==> src/rtl/fpg_pkg.sv <==
`timescale 1ns/1ps
package fpg_pkg;
  localparam int unsigned ADDR_W = 3;

  localparam logic [ADDR_W-1:0] ADDR_IDLE = 3'd0;
  localparam logic [ADDR_W-1:0] ADDR_ON   = 3'd1;
  localparam logic [ADDR_W-1:0] ADDR_OFF  = 3'd2;
  localparam logic [ADDR_W-1:0] ADDR_FSEL = 3'd3;
  localparam logic [ADDR_W-1:0] ADDR_PAD  = 3'd4;

  // progress of the waveform within one field
  typedef enum logic [1:0] {
    PH_WAIT   = 2'd0,
    PH_ACTIVE = 2'd1,
    PH_DONE   = 2'd2
  } phase_e;
endpackage

==> src/rtl/fpg_match.sv <==
`timescale 1ns/1ps
// Equality of the running counters with one programmed toggle point.
module fpg_match #(
  parameter int LINE_W = 12,
  parameter int PIX_W  = 13
) (
  input  logic [LINE_W-1:0] line_cnt,
  input  logic [PIX_W-1:0]  pix_cnt,
  input  logic [LINE_W-1:0] pos_ln,
  input  logic [PIX_W-1:0]  pos_px,
  output logic              hit_o
);
  logic line_eq;
  logic pix_eq;

  always_comb begin
    line_eq = (line_cnt == pos_ln);
    pix_eq  = (pix_cnt == pos_px);
    hit_o   = line_eq & pix_eq;
  end
endmodule

==> src/rtl/fpg_order.sv <==
`timescale 1ns/1ps
// Reports whether the second point lies strictly after the first in raster order.
module fpg_order #(
  parameter int LINE_W = 12,
  parameter int PIX_W  = 13
) (
  input  logic [LINE_W-1:0] first_ln,
  input  logic [PIX_W-1:0]  first_px,
  input  logic [LINE_W-1:0] second_ln,
  input  logic [PIX_W-1:0]  second_px,
  output logic              later_o
);
  logic line_gt;
  logic line_eq;
  logic pix_gt;

  always_comb begin
    line_gt = (second_ln > first_ln);
    line_eq = (second_ln == first_ln);
    pix_gt  = (second_px > first_px);
    later_o = line_gt | (line_eq & pix_gt);
  end
endmodule

==> src/rtl/fpg_regs.sv <==
`timescale 1ns/1ps
// Shadow register bank written by the host and live copy loaded at field start.
module fpg_regs #(
  parameter  int LINE_W = 12,
  parameter  int PIX_W  = 13,
  parameter  int FLD_W  = 3,
  localparam int WORD_W = LINE_W + 1 + PIX_W
) (
  input  logic                         clk,
  input  logic                         rst_n,
  input  logic                         wr_en,
  input  logic [fpg_pkg::ADDR_W-1:0]   wr_addr,
  input  logic [WORD_W-1:0]            wr_data,
  input  logic                         field_start,
  output logic                         shd_pol,
  output logic                         act_pol,
  output logic [1:0][LINE_W-1:0]       act_ln,
  output logic [1:0][PIX_W-1:0]        act_px,
  output logic [FLD_W-1:0]             act_sel,
  output logic                         act_en,
  output logic                         act_in_mode
);
  import fpg_pkg::*;

  localparam int PX_LSB = LINE_W + 1;

  logic                   sh_pol_q,  sh_pol_d;
  logic [1:0][LINE_W-1:0] sh_ln_q,   sh_ln_d;
  logic [1:0][PIX_W-1:0]  sh_px_q,   sh_px_d;
  logic [FLD_W-1:0]       sh_sel_q,  sh_sel_d;
  logic                   sh_en_q,   sh_en_d;
  logic                   sh_mode_q, sh_mode_d;

  logic wr_idle;
  logic wr_fsel;
  logic wr_pad;

  assign wr_idle = wr_en & (wr_addr == ADDR_IDLE);
  assign wr_fsel = wr_en & (wr_addr == ADDR_FSEL);
  assign wr_pad  = wr_en & (wr_addr == ADDR_PAD);

  // one decoder per toggle point
  for (genvar t = 0; t < 2; t++) begin : g_pos
    logic wr_pos;
    assign wr_pos     = wr_en & (wr_addr == (ADDR_ON + ADDR_W'(t)));
    assign sh_ln_d[t] = wr_pos ? wr_data[LINE_W-1:0]      : sh_ln_q[t];
    assign sh_px_d[t] = wr_pos ? wr_data[PX_LSB +: PIX_W] : sh_px_q[t];
  end

  always_comb begin
    sh_pol_d  = wr_idle ? wr_data[0]       : sh_pol_q;
    sh_sel_d  = wr_fsel ? wr_data[FLD_W-1:0] : sh_sel_q;
    sh_en_d   = wr_fsel ? wr_data[FLD_W]   : sh_en_q;
    sh_mode_d = wr_pad  ? wr_data[0]       : sh_mode_q;
  end

  // shadow bank, clock enable = write strobe
  always_ff @(posedge clk or negedge rst_n) begin
    if (!rst_n) begin
      sh_pol_q  <= 1'b0;
      sh_ln_q   <= '0;
      sh_px_q   <= '0;
      sh_sel_q  <= '0;
      sh_en_q   <= 1'b0;
      sh_mode_q <= 1'b0;
    end else if (wr_en) begin
      sh_pol_q  <= sh_pol_d;
      sh_ln_q   <= sh_ln_d;
      sh_px_q   <= sh_px_d;
      sh_sel_q  <= sh_sel_d;
      sh_en_q   <= sh_en_d;
      sh_mode_q <= sh_mode_d;
    end
  end

  // live bank, clock enable = field start
  always_ff @(posedge clk or negedge rst_n) begin
    if (!rst_n) begin
      act_pol     <= 1'b0;
      act_ln      <= '0;
      act_px      <= '0;
      act_sel     <= '0;
      act_en      <= 1'b0;
      act_in_mode <= 1'b0;
    end else if (field_start) begin
      act_pol     <= sh_pol_q;
      act_ln      <= sh_ln_q;
      act_px      <= sh_px_q;
      act_sel     <= sh_sel_q;
      act_en      <= sh_en_q;
      act_in_mode <= sh_mode_q;
    end
  end

  assign shd_pol = sh_pol_q;

  AST_LIVE_HOLDS_MIDFIELD: assert property (@(posedge clk) disable iff (!rst_n)
    !field_start |=> ($stable(act_pol) && $stable(act_ln) && $stable(act_px) &&
                      $stable(act_sel) && $stable(act_en) && $stable(act_in_mode)));
endmodule

==> src/rtl/fpg_core.sv <==
`timescale 1ns/1ps
// Per-field waveform sequencer: idle -> active -> idle, restarted every field.
module fpg_core #(
  parameter int LINE_W = 12,
  parameter int PIX_W  = 13,
  parameter int FLD_W  = 3
) (
  input  logic                   clk,
  input  logic                   rst_n,
  input  logic                   field_start,
  input  logic [LINE_W-1:0]      line_cnt,
  input  logic [PIX_W-1:0]       pix_cnt,
  input  logic [FLD_W-1:0]       field_cnt,
  input  logic                   shd_pol,
  input  logic                   act_pol,
  input  logic [1:0][LINE_W-1:0] act_ln,
  input  logic [1:0][PIX_W-1:0]  act_px,
  input  logic [FLD_W-1:0]       act_sel,
  input  logic                   act_en,
  output logic                   level_o
);
  import fpg_pkg::*;

  logic [1:0] hit;
  logic       off_after_on;
  logic       armed;
  logic       ce;
  phase_e     phase_q, phase_d;
  logic       level_q, level_d;

  for (genvar t = 0; t < 2; t++) begin : g_cmp
    fpg_match #(.LINE_W(LINE_W), .PIX_W(PIX_W)) u_match (
      .line_cnt (line_cnt),
      .pix_cnt  (pix_cnt),
      .pos_ln   (act_ln[t]),
      .pos_px   (act_px[t]),
      .hit_o    (hit[t])
    );
  end

  fpg_order #(.LINE_W(LINE_W), .PIX_W(PIX_W)) u_order (
    .first_ln  (act_ln[0]),
    .first_px  (act_px[0]),
    .second_ln (act_ln[1]),
    .second_px (act_px[1]),
    .later_o   (off_after_on)
  );

  assign armed = act_en & (field_cnt == act_sel);
  assign ce    = field_start | (armed & (|hit));

  always_comb begin
    phase_d = phase_q;
    level_d = level_q;
    if (field_start) begin
      // live settings load on this same edge, so take the idle level from the shadow
      phase_d = PH_WAIT;
      level_d = shd_pol;
    end else if (armed) begin
      case (phase_q)
        PH_WAIT: begin
          if (hit[0]) begin
            phase_d = PH_ACTIVE;
            level_d = ~act_pol;
          end
        end
        PH_ACTIVE: begin
          if (hit[1] && off_after_on) begin
            phase_d = PH_DONE;
            level_d = act_pol;
          end
        end
        default: ;
      endcase
    end
  end

  always_ff @(posedge clk or negedge rst_n) begin
    if (!rst_n) begin
      phase_q <= PH_WAIT;
      level_q <= 1'b0;
    end else if (ce) begin
      phase_q <= phase_d;
      level_q <= level_d;
    end
  end

  assign level_o = level_q;

  AST_IDLE_WHILE_OFF: assert property (@(posedge clk) disable iff (!rst_n)
    !act_en |-> (level_q == act_pol));
  AST_FIELD_RESTORE: assert property (@(posedge clk) disable iff (!rst_n)
    field_start |=> ((level_q == act_pol) && (phase_q == PH_WAIT)));
  AST_FIRST_LATENCY: assert property (@(posedge clk) disable iff (!rst_n)
    (!field_start && armed && (phase_q == PH_WAIT) && hit[0]) |=> (level_q != act_pol));
  AST_NO_EARLY_RETURN: assert property (@(posedge clk) disable iff (!rst_n)
    (!field_start && (phase_q == PH_ACTIVE) && !off_after_on) |=> (phase_q == PH_ACTIVE));
  AST_ONE_PULSE: assert property (@(posedge clk) disable iff (!rst_n)
    (!field_start && (phase_q == PH_DONE)) |=> ((phase_q == PH_DONE) && (level_q == act_pol)));
  AST_ACTIVE_INVERTED: assert property (@(posedge clk) disable iff (!rst_n)
    (phase_q == PH_ACTIVE) |-> (level_q != act_pol));
endmodule

==> src/rtl/field_pulse_gen.sv <==
`timescale 1ns/1ps
// Top: register bank, field sequencer and sync pad steering.
module field_pulse_gen #(
  parameter  int LINE_W = 12,
  parameter  int PIX_W  = 13,
  parameter  int FLD_W  = 3,
  localparam int WORD_W = LINE_W + 1 + PIX_W
) (
  input  logic                       clk,
  input  logic                       rst_n,
  input  logic [LINE_W-1:0]          line_cnt,
  input  logic [PIX_W-1:0]           pix_cnt,
  input  logic [FLD_W-1:0]           field_cnt,
  input  logic                       field_start,
  input  logic                       wr_en,
  input  logic [fpg_pkg::ADDR_W-1:0] wr_addr,
  input  logic [WORD_W-1:0]          wr_data,
  input  logic                       sync_i,
  output logic                       pulse_o,
  output logic                       sync_o,
  output logic                       sync_oe_o,
  output logic                       sync_ext_o
);
  logic                   shd_pol;
  logic                   act_pol;
  logic [1:0][LINE_W-1:0] act_ln;
  logic [1:0][PIX_W-1:0]  act_px;
  logic [FLD_W-1:0]       act_sel;
  logic                   act_en;
  logic                   act_in_mode;
  logic                   level;

  fpg_regs #(.LINE_W(LINE_W), .PIX_W(PIX_W), .FLD_W(FLD_W)) u_regs (
    .clk         (clk),
    .rst_n       (rst_n),
    .wr_en       (wr_en),
    .wr_addr     (wr_addr),
    .wr_data     (wr_data),
    .field_start (field_start),
    .shd_pol     (shd_pol),
    .act_pol     (act_pol),
    .act_ln      (act_ln),
    .act_px      (act_px),
    .act_sel     (act_sel),
    .act_en      (act_en),
    .act_in_mode (act_in_mode)
  );

  fpg_core #(.LINE_W(LINE_W), .PIX_W(PIX_W), .FLD_W(FLD_W)) u_core (
    .clk         (clk),
    .rst_n       (rst_n),
    .field_start (field_start),
    .line_cnt    (line_cnt),
    .pix_cnt     (pix_cnt),
    .field_cnt   (field_cnt),
    .shd_pol     (shd_pol),
    .act_pol     (act_pol),
    .act_ln      (act_ln),
    .act_px      (act_px),
    .act_sel     (act_sel),
    .act_en      (act_en),
    .level_o     (level)
  );

  always_comb begin
    pulse_o    = level;
    sync_oe_o  = ~act_in_mode;
    sync_o     = level;
    sync_ext_o = act_in_mode & sync_i;
  end

  AST_PAD_DIR_AT_BOUNDARY: assert property (@(posedge clk) disable iff (!rst_n)
    !field_start |=> $stable(sync_oe_o));
endmodule

==> config.mk <==
export PLATFORM = sky130hd
export DESIGN_NAME = field_pulse_gen
export DESIGN_NICKNAME = d
export VERILOG_FILES = /design/src/rtl/fpg_pkg.sv /design/src/rtl/fpg_match.sv /design/src/rtl/fpg_order.sv /design/src/rtl/fpg_regs.sv /design/src/rtl/fpg_core.sv /design/src/rtl/field_pulse_gen.sv
export SDC_FILE = /design/constraint.sdc
export NUM_CORES = 1
export LEC_CHECK = 0
export ABC_CLOCK_PERIOD_IN_PS = 3800
export BUFFER_PORTS_ARGS = -buffer_cell sky130_fd_sc_hd__clkbuf_2
export CORE_MARGIN = 1
export CORE_UTILIZATION = 61
export CTS_BUF_LIST = sky130_fd_sc_hd__clkbuf_2 sky130_fd_sc_hd__clkbuf_4 sky130_fd_sc_hd__clkbuf_8
export DETAILED_ROUTE_END_ITERATION = 7
export MAX_ROUTING_LAYER = met4
export PLACE_DENSITY = 0.83
export SLEW_MARGIN = 20
export SYNTH_ARGS = -nofsm -noshare
export SYNTH_HDL_FRONTEND = slang
export SYNTH_HIERARCHICAL = 1
export SYNTH_SLANG_ARGS = --single-unit
==> constraint.sdc <==
create_clock -name clk -period 3.8 [get_ports clk]
set_input_delay 0.76 -clock clk [delete_from_list [all_inputs] [get_ports clk]]
set_output_delay 0.76 -clock clk [all_outputs]
set_load 0.005 [all_outputs]
### Word-level counts from Yosys, hierarchy flattened

Cells that the tools add are included.

| cells by class | value |
|---|---|
| $lt $le $gt $ge | 2 |
| equality and inequality tests | 13 |
| mux-type cells | 10 |
| bitwise operators | 15 |
| reductions and logical operators | 12 |

Operators with widths:

| kind | count |
|---|---|
| $eq A12 B12 Y1 | 3 |
| $eq A13 B13 Y1 | 2 |
| $gt A13 B13 Y1 | 1 |
| $gt A12 B12 Y1 | 1 |
| $and A1 B1 Y1 | 11 |
| $reduce_and A2 Y1 | 5 |
| $mux W2 | 4 |
| $eq A3 B2 Y1 const B | 2 |
| $reduce_and A5 Y1 | 1 |
| $mux W1 | 4 |
| $pmux W2 S2 | 1 |
| $eq A3 B1 Y1 const B | 1 |
| $eq A3 B3 Y1 | 1 |
| $eq A3 B3 Y1 const B | 1 |
| $logic_not A3 Y1 | 1 |
| $ne A3 B2 Y1 const B | 1 |
| $ne A3 B3 Y1 const B | 1 |
| $reduce_bool A3 Y1 | 1 |
| $eq A2 B1 Y1 const B | 1 |
| $logic_not A2 Y1 | 1 |
| $not A1 Y1 | 2 |
| $or A1 B1 Y1 | 2 |
| $pmux W1 S2 | 1 |
| $reduce_bool A2 Y1 | 1 |
| 2 further kinds | 2 |

| word-level totals | value |
|---|---|
| flip-flop bits (word level) | 115 |
| bits of input ports | 62 |
| output and inout port bits | 4 |

### Logic depth before layout (Yosys ltp)

| logic depth | value |
|---|---|
| depth after elaboration | 8 |
| mapped depth | 10 |

### Cells and area by module

The synthesis kept the hierarchy.

By module, submodules not included:

| module | times used | cells an instance | area each (µm²) | sequential area each (µm²) |
|---|---|---|---|---|
| fpg_regs | 1 | 241 | 4399.2 | 2802.7 |
| fpg_order | 1 | 88 | 653.1 | 0.0 |
| fpg_match | 2 | 34 | 277.8 | 0.0 |
| fpg_core | 1 | 21 | 229.0 | 75.1 |
| field_pulse_gen | 1 | 3 | 17.5 | 0.0 |

### Least setup slack after synthesis

OpenSTA, ideal clock, no wires.

| timing path | value |
|---|---|
| path type | register to register |
| start | register u_regs/act_ln[10] (netlist bit) |
| end | register u_core.phase_q[0] |
| arrival | 2.183 ns |
| setup slack | 1.492 ns |
| stages on the path, launching flop included | 11 |
| path buffers | 0 |
| cell sequence | dfrtp_1 > inv_1 > ha_1 > nand4_2 > or3_4 > a21oi_2 > nor4b_2 > a211oi_1 > and3_1 > o21ai_2 > mux2_4 |

| between the ends | value |
|---|---|
| cells in the longest elaborated chain, start to end | 6 |
| elaborated cells on any way between the ends | 13 |

Ends and longest elaborated chain:

| item | line | RTL |
|---|---|---|
| start, declared | fpg_regs.sv:17 | `output logic [1:0][LINE_W-1:0] act_ln,` |
| start signal, assigned | fpg_regs.sv:87 | `act_ln <= sh_ln_q;` |
| branches (longest 2 deep; another with $gt A12 B12 Y1) | - |  |
| $or A1 B1 Y1 * | fpg_order.sv:21 | `later_o = line_gt \| (line_eq & pix_gt);` |
| net u_core.off_after_on | fpg_core.sv:25 | `logic off_after_on;` |
| $logic_and A1 B1 Y1 * | fpg_core.sv:68 | `if (hit[1] && off_after_on) begin` |
| $ne A3 B2 Y1 (no source line) * | - |  |
| $reduce_and A5 Y1 (no source line) * | - |  |
| end signal, assigned | fpg_core.sv:83 | `phase_q <= phase_d;` |
| end, declared | fpg_core.sv:28 | `phase_e phase_q, phase_d;` |

Mark *: on every way through the listed nets, which the timed path passes.
A chain may end at the register's enable or synchronous reset.

### Worst setup path after layout

| timing path | value |
|---|---|
| start | register u_regs/act_ln[11] (netlist bit) |
| end | register u_core.phase_q[0] |

Same word-level chain as after synthesis.

==> impl_metrics.ini <==
[outcome]
status = complete, no violations

[cts]
cts_sinks = 115
clkTransAtPathRegs_ps = 70
cts_tree = done
cts-root-buf = clkbuf_8
postCtsSetupRepairBufs = 0
clk_latency_ps = 430
htreeDepth = 4
clock_path_buffers = 2
ctsResizeCount = 0
holdBufCountCts = 0
numCtsBuffers = 17

[power]
p_total_w = 0.00399
peakVddDrop_mv = 0.342
p_leak_nw = 3.15
power_density_mw_per_mm2 = 597

[setup_path]
crit_path_end_kind = flip-flop
worstPathCellList = inv_1, ha_1, nand4_2, or3_4, nor4_1, a211oi_1, and3_1, o21ai_2, mux2_4
arrival_ps = 2950
path_buf_inv = 1
cp.required_ps = 4120
path_delay_family = simple AND/OR/NAND/NOR gates
critPathLaunchType = flip-flop
slowest_stage = dfrtp_1
critPathMaxFanout = 3
cpPeakStageDelay_ps = 440
path_class = flip-flop to flip-flop

[floorplanning]
core_mm2 = 0.00928
dieHeight_um = 100
die_x_um = 100
io_pins = 66
dieArea_mm2 = 0.00999
row_count = 35
initial_core_util_pct = 63.1

[logic_synthesis]
ys_ff_latch = 115
synth.most_common_cell = dfrtp_1
seq_area_frac_synth_pct = 49.2
synth_area_mm2 = 0.00585
synth.largest_area_cell = dfrtp_1
synth_ff_type = dfrtp_1
synth_common_cells = 115 x dfrtp_1, 72 x mux2_2, 41 x mux2_4, 31 x xor2_1, 27 x inv_1
ys_async_sr_fraction_pct = 100
syn-num-nets = 508
yosys_warnings = 6
avgSynthCellArea_um2 = 13.9
synth_enable_flop_cells = 0
synthCells = 421
synth_top_area_share_pct = 49.2
synthTopCellsByArea = dfrtp_1 49%, mux2_2 14%, mux2_4 11%
synth_cell_type_count = 43

[finish]
nets = 584
final_util_pct = 72.0
diodes = 0
syn_to_final_growth_pct = 14.2
instances_no_fill = 639
layout-drive-gt1-share_pct = 43.7

[grt]
grt_pass1_wl_um = 19100
grt_max_degree = 89
grt_pass1_vias = 3808
antenna_found_initial = 0
grt_overflow = 0
grtUsageTotal_pct = 26.5

[detailed_routing]
drtPass1Iterations = 4
dr_wl_met3_um = 560
ant_nets = 0
vias = 3556
drt-initial-drc-count = 138
wl_per_cell_um = 18.3
wl_met1_um = 5070
wl_um = 11700
vias_per_cell = 5.56
top_layer = met4
wl_met2_um = 5920
route.detailed.drc = 0

[timing]
slew_headroom_pct = 48.1
fin_crit_ps = 2630
final-setup-viol-count = 0
hold_ws_ps = 390
tns_ps = 0
final.period_utilization_pct = 69.2
max_freq_mhz = 380
finalClockSkew_ps = 10.7
slew_violations = 0
tightestPinTransition_ps = 778
hold_violations = 0
rsz0062_at_grt = no

[place]
placed_cells = 607
gp_congestion = 0.837
port_buffers = 64
dp_hpwl_um = 7890

[min_path]
hold_class = primary input to async pin

[job]
maxCapViolCount = 0
per-layer routing:
metal / track usage, % / up-vias
li1: - / 1641
met1: 32.9 / 1812
met2: 42.7 / 88
met3: 6.34 / 15
met4: 9.50 / 0
met5: - / -
report_power, final:
group	switching [W]	internal (W)	leakage (nW)
clock	0.000511	0.000739	0.223
combinational	0.000420	0.000557	1.54
sequential	0.000245	0.00152	1.39
total	0.00118	0.00282	3.15
placed cells by master, fill, tap and decap left out, types with 2 or more instances in the layout:
cell,synthesis,final
clkinv_4,0,3
mux2i_1,3,3
mux2_2,72,72
buf_4,1,6
nor4_1,7,7
nand4_1,8,8
xnor2_1,23,23
clkinv_2,0,4
nand3_1,7,7
bufinv_16,0,4
nor4_2,2,2
ha_1,25,25
and4bb_1,2,2
a21oi_1,8,8
clkbuf_8,0,18
a211oi_1,2,2
nor2b_1,5,5
nor2_1,4,4
dfrtp_1,115,115
mux2_4,41,41
nand2_1,4,4
clkbuf_2,0,63
and4_1,2,2
xor2_1,31,31
inv_1,27,27
worst reg2reg max path: cells and delay by family (launching register included):
| family | cells | cell delay (ps) |
|---|---|---|
| multiplexers | 1 | 320 |
| adder cells (fa/ha/maj) | 1 | 330 |
| flip-flops | 1 | 440 |
| AO/OA/AOI/OAI | 2 | 300 |
| AND/OR/NAND/NOR | 4 | 1070 |
| buffers and inverters | 1 | 70 |
final cells by class:
| class | instances | area (um2) |
|---|---|---|
| fillers | 653 | 2600 |
| clock inverters | 13 | 183 |
| well taps | 129 | 161 |
| flip-flops and latches | 115 | 2880 |
| clock buffers | 19 | 255 |
| inverters | 27 | 101 |
| repair buffers | 70 | 372 |
| multi-input cells | 266 | 2740 |
state kept, by name (all words and copies together) (netlist names):
name                cells
u_regs/shd_pol          1
u_regs/act_ln          24
u_regs/act_in_mode      1
u_regs/sh_mode_q        1
u_core/phase_q          2
u_regs/act_en           1
u_regs/sh_px_q         26
u_regs/sh_sel_q         3
u_regs/act_px          26
u_core/level_o          1
u_regs/sh_ln_q         24
u_regs/act_pol          1
u_regs/act_sel          3
u_regs/sh_en_q          1
cells by family (layout without fill, tap and decap cells):
family	count (synthesis)	count (layout)	share of synthesized area, %
mux	116	116	24.9
flops	115	115	49.2
xor+xnor	54	54	8.08
simple gates	51	51	6.22
buf+inv	40	129	4.12
fa+ha+maj	25	25	5.34
compound gates	20	20	2.20
worst paths after layout:
check	start	end	slack (ps)	depth (start not counted)
worst max-delay path	u_regs/act_ln[11]	u_core/phase_q[0]	1170	9
worst max register to register	u_regs/act_ln[11]	u_core/phase_q[0]	1170	9
worst min register to register	u_regs/sh_ln_q[14]	u_regs/act_ln[14]	500	1
max in group asynchronous	rst_n	u_regs/sh_ln_q[11]	2700	2
worst min-delay path	rst_n	u_regs/sh_px_q[19]	390	1
min in group clk	u_regs/sh_ln_q[14]	u_regs/act_ln[14]	500	1
stage by stage:
| stage | cell area, um2 | worst slack, ps |
|---|---|---|
| floorplan | 5850 | 1490 |
| global placement | 6240 | 1150 |
| detailed placement | 6240 | 1160 |
| CTS | 6680 | 1190 |
| global route | 6690 | 1010 |
| finish | 6690 | 1170 |
No activity file was read; power rests on OpenSTA's default activity.
